<file path="src/rtl/qct_pkg.sv">
package qct_pkg;
    localparam int DATA_W  = 8;
    localparam int NCH     = 4;
    localparam int SEL_W   = $clog2(NCH);
    // control word bit positions
    localparam int CTL_IS  = 0;
    localparam int CTL_STP = 1;
    localparam int CTL_TCF = 2;
    localparam int CTL_IEN = 7;
    localparam int VEC_LO  = SEL_W + 1;

    typedef enum logic [1:0] {
        CH_STOP    = 2'd0,
        CH_STOP_TC = 2'd1,
        CH_RUN     = 2'd2,
        CH_RUN_TC  = 2'd3
    } chan_state_e;
endpackage

</file>
<file path="src/rtl/qct_channel.sv">
module qct_channel
    import qct_pkg::*;
(
    input  logic              clk,
    input  logic              rst_n,
    input  logic              tick,
    input  logic              wr,
    input  logic [DATA_W-1:0] wdata,
    output logic              hit,
    output logic              zc,
    output logic              exp_tc,
    output logic              ien
);
    localparam int CW = DATA_W + 1;
    localparam logic [CW-1:0] FULL = CW'(1) << DATA_W;

    chan_state_e st, st_nx;
    logic [DATA_W-1:0] tc_q;
    logic [CW-1:0]     cnt_q;
    logic              running, tc_wr, is_ctrl, stop_now;

    function automatic logic [CW-1:0] reload(input logic [DATA_W-1:0] v);
        return (v == '0) ? FULL : {1'b0, v};
    endfunction

    assign exp_tc   = (st == CH_STOP_TC) || (st == CH_RUN_TC);
    assign running  = (st == CH_RUN) || (st == CH_RUN_TC);
    assign tc_wr    = wr && exp_tc;
    assign is_ctrl  = wr && !exp_tc && wdata[CTL_IS];
    assign stop_now = is_ctrl && wdata[CTL_STP];
    assign hit      = running && tick && !stop_now && (cnt_q == CW'(1));

    // state register
    always_ff @(posedge clk) begin
        if (!rst_n) st <= CH_STOP;
        else        st <= st_nx;
    end

    // next state
    always_comb begin
        st_nx = st;
        unique case (st)
            CH_STOP:    if (is_ctrl) st_nx = wdata[CTL_TCF] ? CH_STOP_TC : CH_STOP;
            CH_STOP_TC: if (tc_wr)   st_nx = CH_RUN;
            CH_RUN:
                if (is_ctrl) begin
                    if (wdata[CTL_STP]) st_nx = wdata[CTL_TCF] ? CH_STOP_TC : CH_STOP;
                    else                st_nx = wdata[CTL_TCF] ? CH_RUN_TC  : CH_RUN;
                end
            CH_RUN_TC:  if (tc_wr)   st_nx = CH_RUN;
            default:    st_nx = CH_STOP;
        endcase
    end

    // outputs and datapath
    always_ff @(posedge clk) begin
        if (!rst_n) begin
            tc_q  <= '0;
            cnt_q <= FULL;
            ien   <= 1'b0;
            zc    <= 1'b0;
        end else begin
            zc <= hit;
            if (is_ctrl) ien  <= wdata[CTL_IEN];
            if (tc_wr)   tc_q <= wdata;
            if (tc_wr && st == CH_STOP_TC)
                cnt_q <= reload(wdata);
            else if (hit)
                cnt_q <= reload(tc_wr ? wdata : tc_q);
            else if (running && tick && !stop_now)
                cnt_q <= cnt_q - CW'(1);
        end
    end


    zc_after_tick_chk: assert property (@(posedge clk) disable iff (!rst_n)
        zc |-> $past(tick));

    stopped_quiet_chk: assert property (@(posedge clk) disable iff (!rst_n)
        (st == CH_STOP || st == CH_STOP_TC) |=> !zc);

    cnt_range_chk: assert property (@(posedge clk) disable iff (!rst_n)
        running |-> (cnt_q != '0 && cnt_q <= FULL));
endmodule

</file>
<file path="src/rtl/qct_prio.sv">
module qct_prio
    import qct_pkg::*;
(
    input  logic              clk,
    input  logic              rst_n,
    input  logic [NCH-1:0]    set,
    input  logic              ack,
    input  logic              vec_wr,
    input  logic [DATA_W-1:VEC_LO] vec_data,
    output logic              irq,
    output logic [DATA_W-1:0] vector
);
    logic [NCH-1:0]           pend_q, clr;
    logic [SEL_W-1:0]         sel;
    logic [DATA_W-1:VEC_LO]   vhi_q;

    always_comb begin
        sel = '0;
        for (int i = NCH - 1; i >= 0; i--)
            if (pend_q[i]) sel = SEL_W'(i);
    end

    assign irq    = |pend_q;
    assign clr    = (ack && irq) ? (NCH'(1) << sel) : '0;
    assign vector = {vhi_q, sel, 1'b0};

    always_ff @(posedge clk) begin
        if (!rst_n) begin
            pend_q <= '0;
            vhi_q  <= '0;
        end else begin
            pend_q <= (pend_q & ~clr) | set;
            if (vec_wr) vhi_q <= vec_data;
        end
    end


    ack_retires_one_chk: assert property (@(posedge clk) disable iff (!rst_n)
        (ack && irq && set == '0) |=> ($countones(pend_q) == $past($countones(pend_q)) - 1));

    pend_hold_chk: assert property (@(posedge clk) disable iff (!rst_n)
        (!ack && set == '0) |=> $stable(pend_q));

    vec_field_chk: assert property (@(posedge clk) disable iff (!rst_n)
        irq |-> pend_q[vector[SEL_W:1]]);
endmodule

</file>
<file path="src/rtl/quad_countdown_timer.sv">
module quad_countdown_timer
    import qct_pkg::*;
(
    input  logic              clk,
    input  logic              rst_n,
    input  logic              tick,
    input  logic              wr_en,
    input  logic [SEL_W-1:0]  wr_sel,
    input  logic [DATA_W-1:0] wr_data,
    input  logic              ack,
    output logic              irq,
    output logic [DATA_W-1:0] vector,
    output logic [NCH-1:0]    zc
);
    logic [NCH-1:0] hit, ien, exp_tc, ch_wr;
    logic           vec_wr;

    for (genvar g = 0; g < NCH; g++) begin : g_ch
        assign ch_wr[g] = wr_en && (wr_sel == SEL_W'(g));
        qct_channel u_ch (
            .clk    (clk),
            .rst_n  (rst_n),
            .tick   (tick),
            .wr     (ch_wr[g]),
            .wdata  (wr_data),
            .hit    (hit[g]),
            .zc     (zc[g]),
            .exp_tc (exp_tc[g]),
            .ien    (ien[g])
        );
    end

    assign vec_wr = ch_wr[0] && !wr_data[CTL_IS] && !exp_tc[0];

    qct_prio u_prio (
        .clk      (clk),
        .rst_n    (rst_n),
        .set      (hit & ien),
        .ack      (ack),
        .vec_wr   (vec_wr),
        .vec_data (wr_data[DATA_W-1:VEC_LO]),
        .irq      (irq),
        .vector   (vector)
    );


    vec_load_chk: assert property (@(posedge clk) disable iff (!rst_n)
        vec_wr |=> vector[DATA_W-1:VEC_LO] == $past(wr_data[DATA_W-1:VEC_LO]));
endmodule

</file>
<file path="config.mk">
export PLATFORM = sky130hd
export DESIGN_NAME = quad_countdown_timer
export DESIGN_NICKNAME = d
export VERILOG_FILES = /design/src/rtl/qct_pkg.sv /design/src/rtl/qct_channel.sv /design/src/rtl/qct_prio.sv /design/src/rtl/quad_countdown_timer.sv
export SDC_FILE = /design/constraint.sdc
export NUM_CORES = 1
export LEC_CHECK = 0
export ABC_AREA = 1
export CAP_MARGIN = 20
export CORE_MARGIN = 3
export CORE_UTILIZATION = 44
export DETAILED_ROUTE_END_ITERATION = 10
export PLACE_DENSITY = 0.68
export SLEW_MARGIN = 20
export SYNTH_ARGS = -nofsm -noshare
export SYNTH_HDL_FRONTEND = slang
export SYNTH_HIERARCHICAL = 1
export SYNTH_SLANG_ARGS = --single-unit
export TNS_END_PERCENT = 100
</file>
<file path="constraint.sdc">
create_clock -name clk -period 3.75 [get_ports clk]
set_input_delay 0.375 -clock clk [delete_from_list [all_inputs] [get_ports clk]]
set_output_delay 0.375 -clock clk [all_outputs]
set_load 0.005 [all_outputs]
</file>
==> impl_metrics.yaml <==
outcome:
  status: "finished, final reports clean"
cells_and_area:
  drive_gt1_share_pct: 14.48
  stdcell_area_sq_um: 6997
  multi_input_area_sq_um: 3575
  ff_latch_area_sq_um: 1862
  stdcell_count: 1216
  diodes: 0
  area_growth_pct: 8.836
  nets: 1054
  n_fill_cell: 1471
synthesis:
  syn_nets: 1035
  syn_inst: 1012
  yosysWarningCount: 6
  synth_area_per_cell_sq_um: 6.352
  syn_area_sq_um: 6429
route:
  wire_per_inst_um: 12.71
  num_vias: 5903
  ant_nets: 0
  routed_wl_mm: 15.46
  viasPerCell: 4.854
  dr.pass1.iters: 5
  drt_iter0_drc: 429
  drc: 0
clock_network:
  cts_buffers: 9
  cts_buffer_depth: 2
  clk_pin_slew_ns: 0.06
  cts_tree: "built"
  hold_buffers: 0
  cts_root_buf: "clkbuf_16"
  cts-resized-gates: 0
  clock_sinks: 93
  clk_latency_ns: 0.35
  post_cts_buffers: 0
  htreeDepth: 3
timing:
  rsz0062_at_grt: "false"
  setup-tns-final_ns: 0
  clock_skew_ns: 0.006845
  setup_viol: 0
  period_share_pct: 57.03
  fmax_mhz: 467.6
  slew_violations: 0
  hold_viol_final: 0
  worst_pin_slew_ns: 0.8245
  maxSlewHeadroom_pct: 44.86
  min_period_ns: 2.139
min_path:
  worstHoldStart: "u_prio/pend_q[2]"
  min_to: "u_prio/pend_q[2]"
  min_path_cells: 2
  hold_class: "flop to flop"
pwr:
  seqPwrFrac_pct: 49.4
  p_comb_share_pct: 7.1
  netSwitchingPower_uw: 510.5
  ir_worst_vdd_mv: 0.2540
  pwr-share-clk_pct: 43.5
  swShare_pct: 25.13
  internal-power_uw: 1521
  leakagePower_uw: 0.003430
  power.density_nw_per_um2: 290.4
setup_path:
  crit_required_ns: 3.95
  critPathCaptureType: "flop"
  r2r_cells: 7
  r2r_start: "g_ch[1].u_ch/st[0]"
  crit_arrival_ns: 2.34
  cp-start-kind: "primary input"
  reg2reg_setup_slack_ns: 2.06
  worstSetupPathType: "primary input to flop"
  cp_max_fo: 13
  r2r_end: "g_ch[1].u_ch/cnt_q[0]"
floorplan:
  initial_core_util_pct: 45.61
  dieHeight_um: 126.9
  dieWidth_um: 126.9
  dieArea_sq_um: 16100
  num_io_pins: 28
  core_sq_um: 14100
  rows: 43
place:
  placedCellCount: 1200
  port_buffers: 26
  hpwl_mm: 10.89
  postPlaceCellArea_sq_um: 6718
  gp_congestion: 0.8931
global_routing:
  first_global_vias: 5351
  grt_max_degree: 21
  grt_pass1_wl_mm: 25.87
  antenna_found_initial: 0
  overflow: 0
  track_usage_pct: 19.59
run:
  maxCapViolCount: 0
-- per-stage QoR --
step / hold slack, ns / setup WS, ns / utilization, % / total power, uW
floorplan: 0.4556 / 2.237 / - / 1109
global placement: 0.4661 / 1.334 / 47.66 / 1167
detailed placement: 0.4837 / 1.265 / 47.66 / 1168
CTS: 0.4978 / 1.640 / 49.64 / 2054
global route: 0.5288 / 1.405 / 49.64 / 2109
finish: 0.4910 / 1.611 / 49.64 / 2032
-- layout by cell type (no fill, tap or decap), types with 2 or more instances in the layout --
cell,count
nand3_2,24
nand2_1,319
a21oi_2,24
clkdlybuf4s50_1,26
nor2_1,96
buf_4,4
nand3_1,94
inv_4,4
inv_6,4
inv_1,168
xnor2_1,4
nor3_2,8
ha_1,8
nand4_1,13
clkbuf_8,2
nor2_8,4
nor2_4,12
a21oi_1,33
nor2_2,10
clkinv_2,3
o21ai_0,26
dfxtp_1,93
nand2_2,12
clkinv_1,4
clkbuf_16,9
nand2_4,12
inv_2,16
-- state kept, by name (all words and copies together) (netlist names) --
name / count
g_ch.u_ch/st: 8
g_ch.u_ch/zc: 4
g_ch.u_ch/ien: 4
g_ch.u_ch/tc_q: 32
g_ch.u_ch/cnt_q: 36
u_prio/vhi_q: 5
u_prio/pend_q: 4
-- worst max-delay path by stage --
stage	startpoint	end	slack [ns]	cells after the start
2_1_floorplan	wr_sel[1]	g_ch[2].u_ch/cnt_q[0]	2.24	10
3_3_place_gp	wr_sel[0]	g_ch[0].u_ch/cnt_q[4]	1.33	13
3_5_place_dp	wr_sel[0]	g_ch[0].u_ch/cnt_q[4]	1.27	13
4_1_cts	wr_sel[0]	g_ch[0].u_ch/cnt_q[4]	1.64	13
5_1_grt	wr_sel[1]	g_ch[0].u_ch/cnt_q[4]	1.41	13
6_report	wr_data[0]	g_ch[1].u_ch/cnt_q[4]	1.61	10
-- layer usage --
metal  wire length, um  part of all wire, %  vias up  track usage [%]
met1              7692                   50     2624            27.23
met2              6800                   44      131            30.88
met3               708                  4.6       19            3.874
li1                  -                    -     3129                -
met5                 0                    0        -                0
met4               253                  1.6        0            5.678
-- worst max-delay path, stage by stage --
cell and delay (ns):
clkdlybuf4s50_1 0.94, nand2_2 0.16, nor2_4 0.15, nand2_2 0.08, nand2_4 0.22, inv_4 0.08
nand2_1 0.13, nand2_1 0.07, nand2_1 0.07, a21oi_1 0.05
-- area by class of cell --
cell class | instances | area share (%)
clock buffers | 12 | 3.666
clock inverters | 4 | 0.3219
inverters | 196 | 10.94
multi-input cells | 701 | 51.09
flip-flops and latches | 93 | 26.61
well taps | 180 | 3.219
repair buffers | 30 | 4.149
-- power groups by stage --
stage	Clock [uW]	Combinational, uW	Sequential, uW
6_report	884	145	1000
5_1_grt	946	160	1000
4_1_cts	908	144	1000
3_5_place_dp	0	142	1030
3_3_place_gp	0	142	1030
2_1_floorplan	0	86.7	1020
Note: power is estimated with default switching activity, not from simulation.
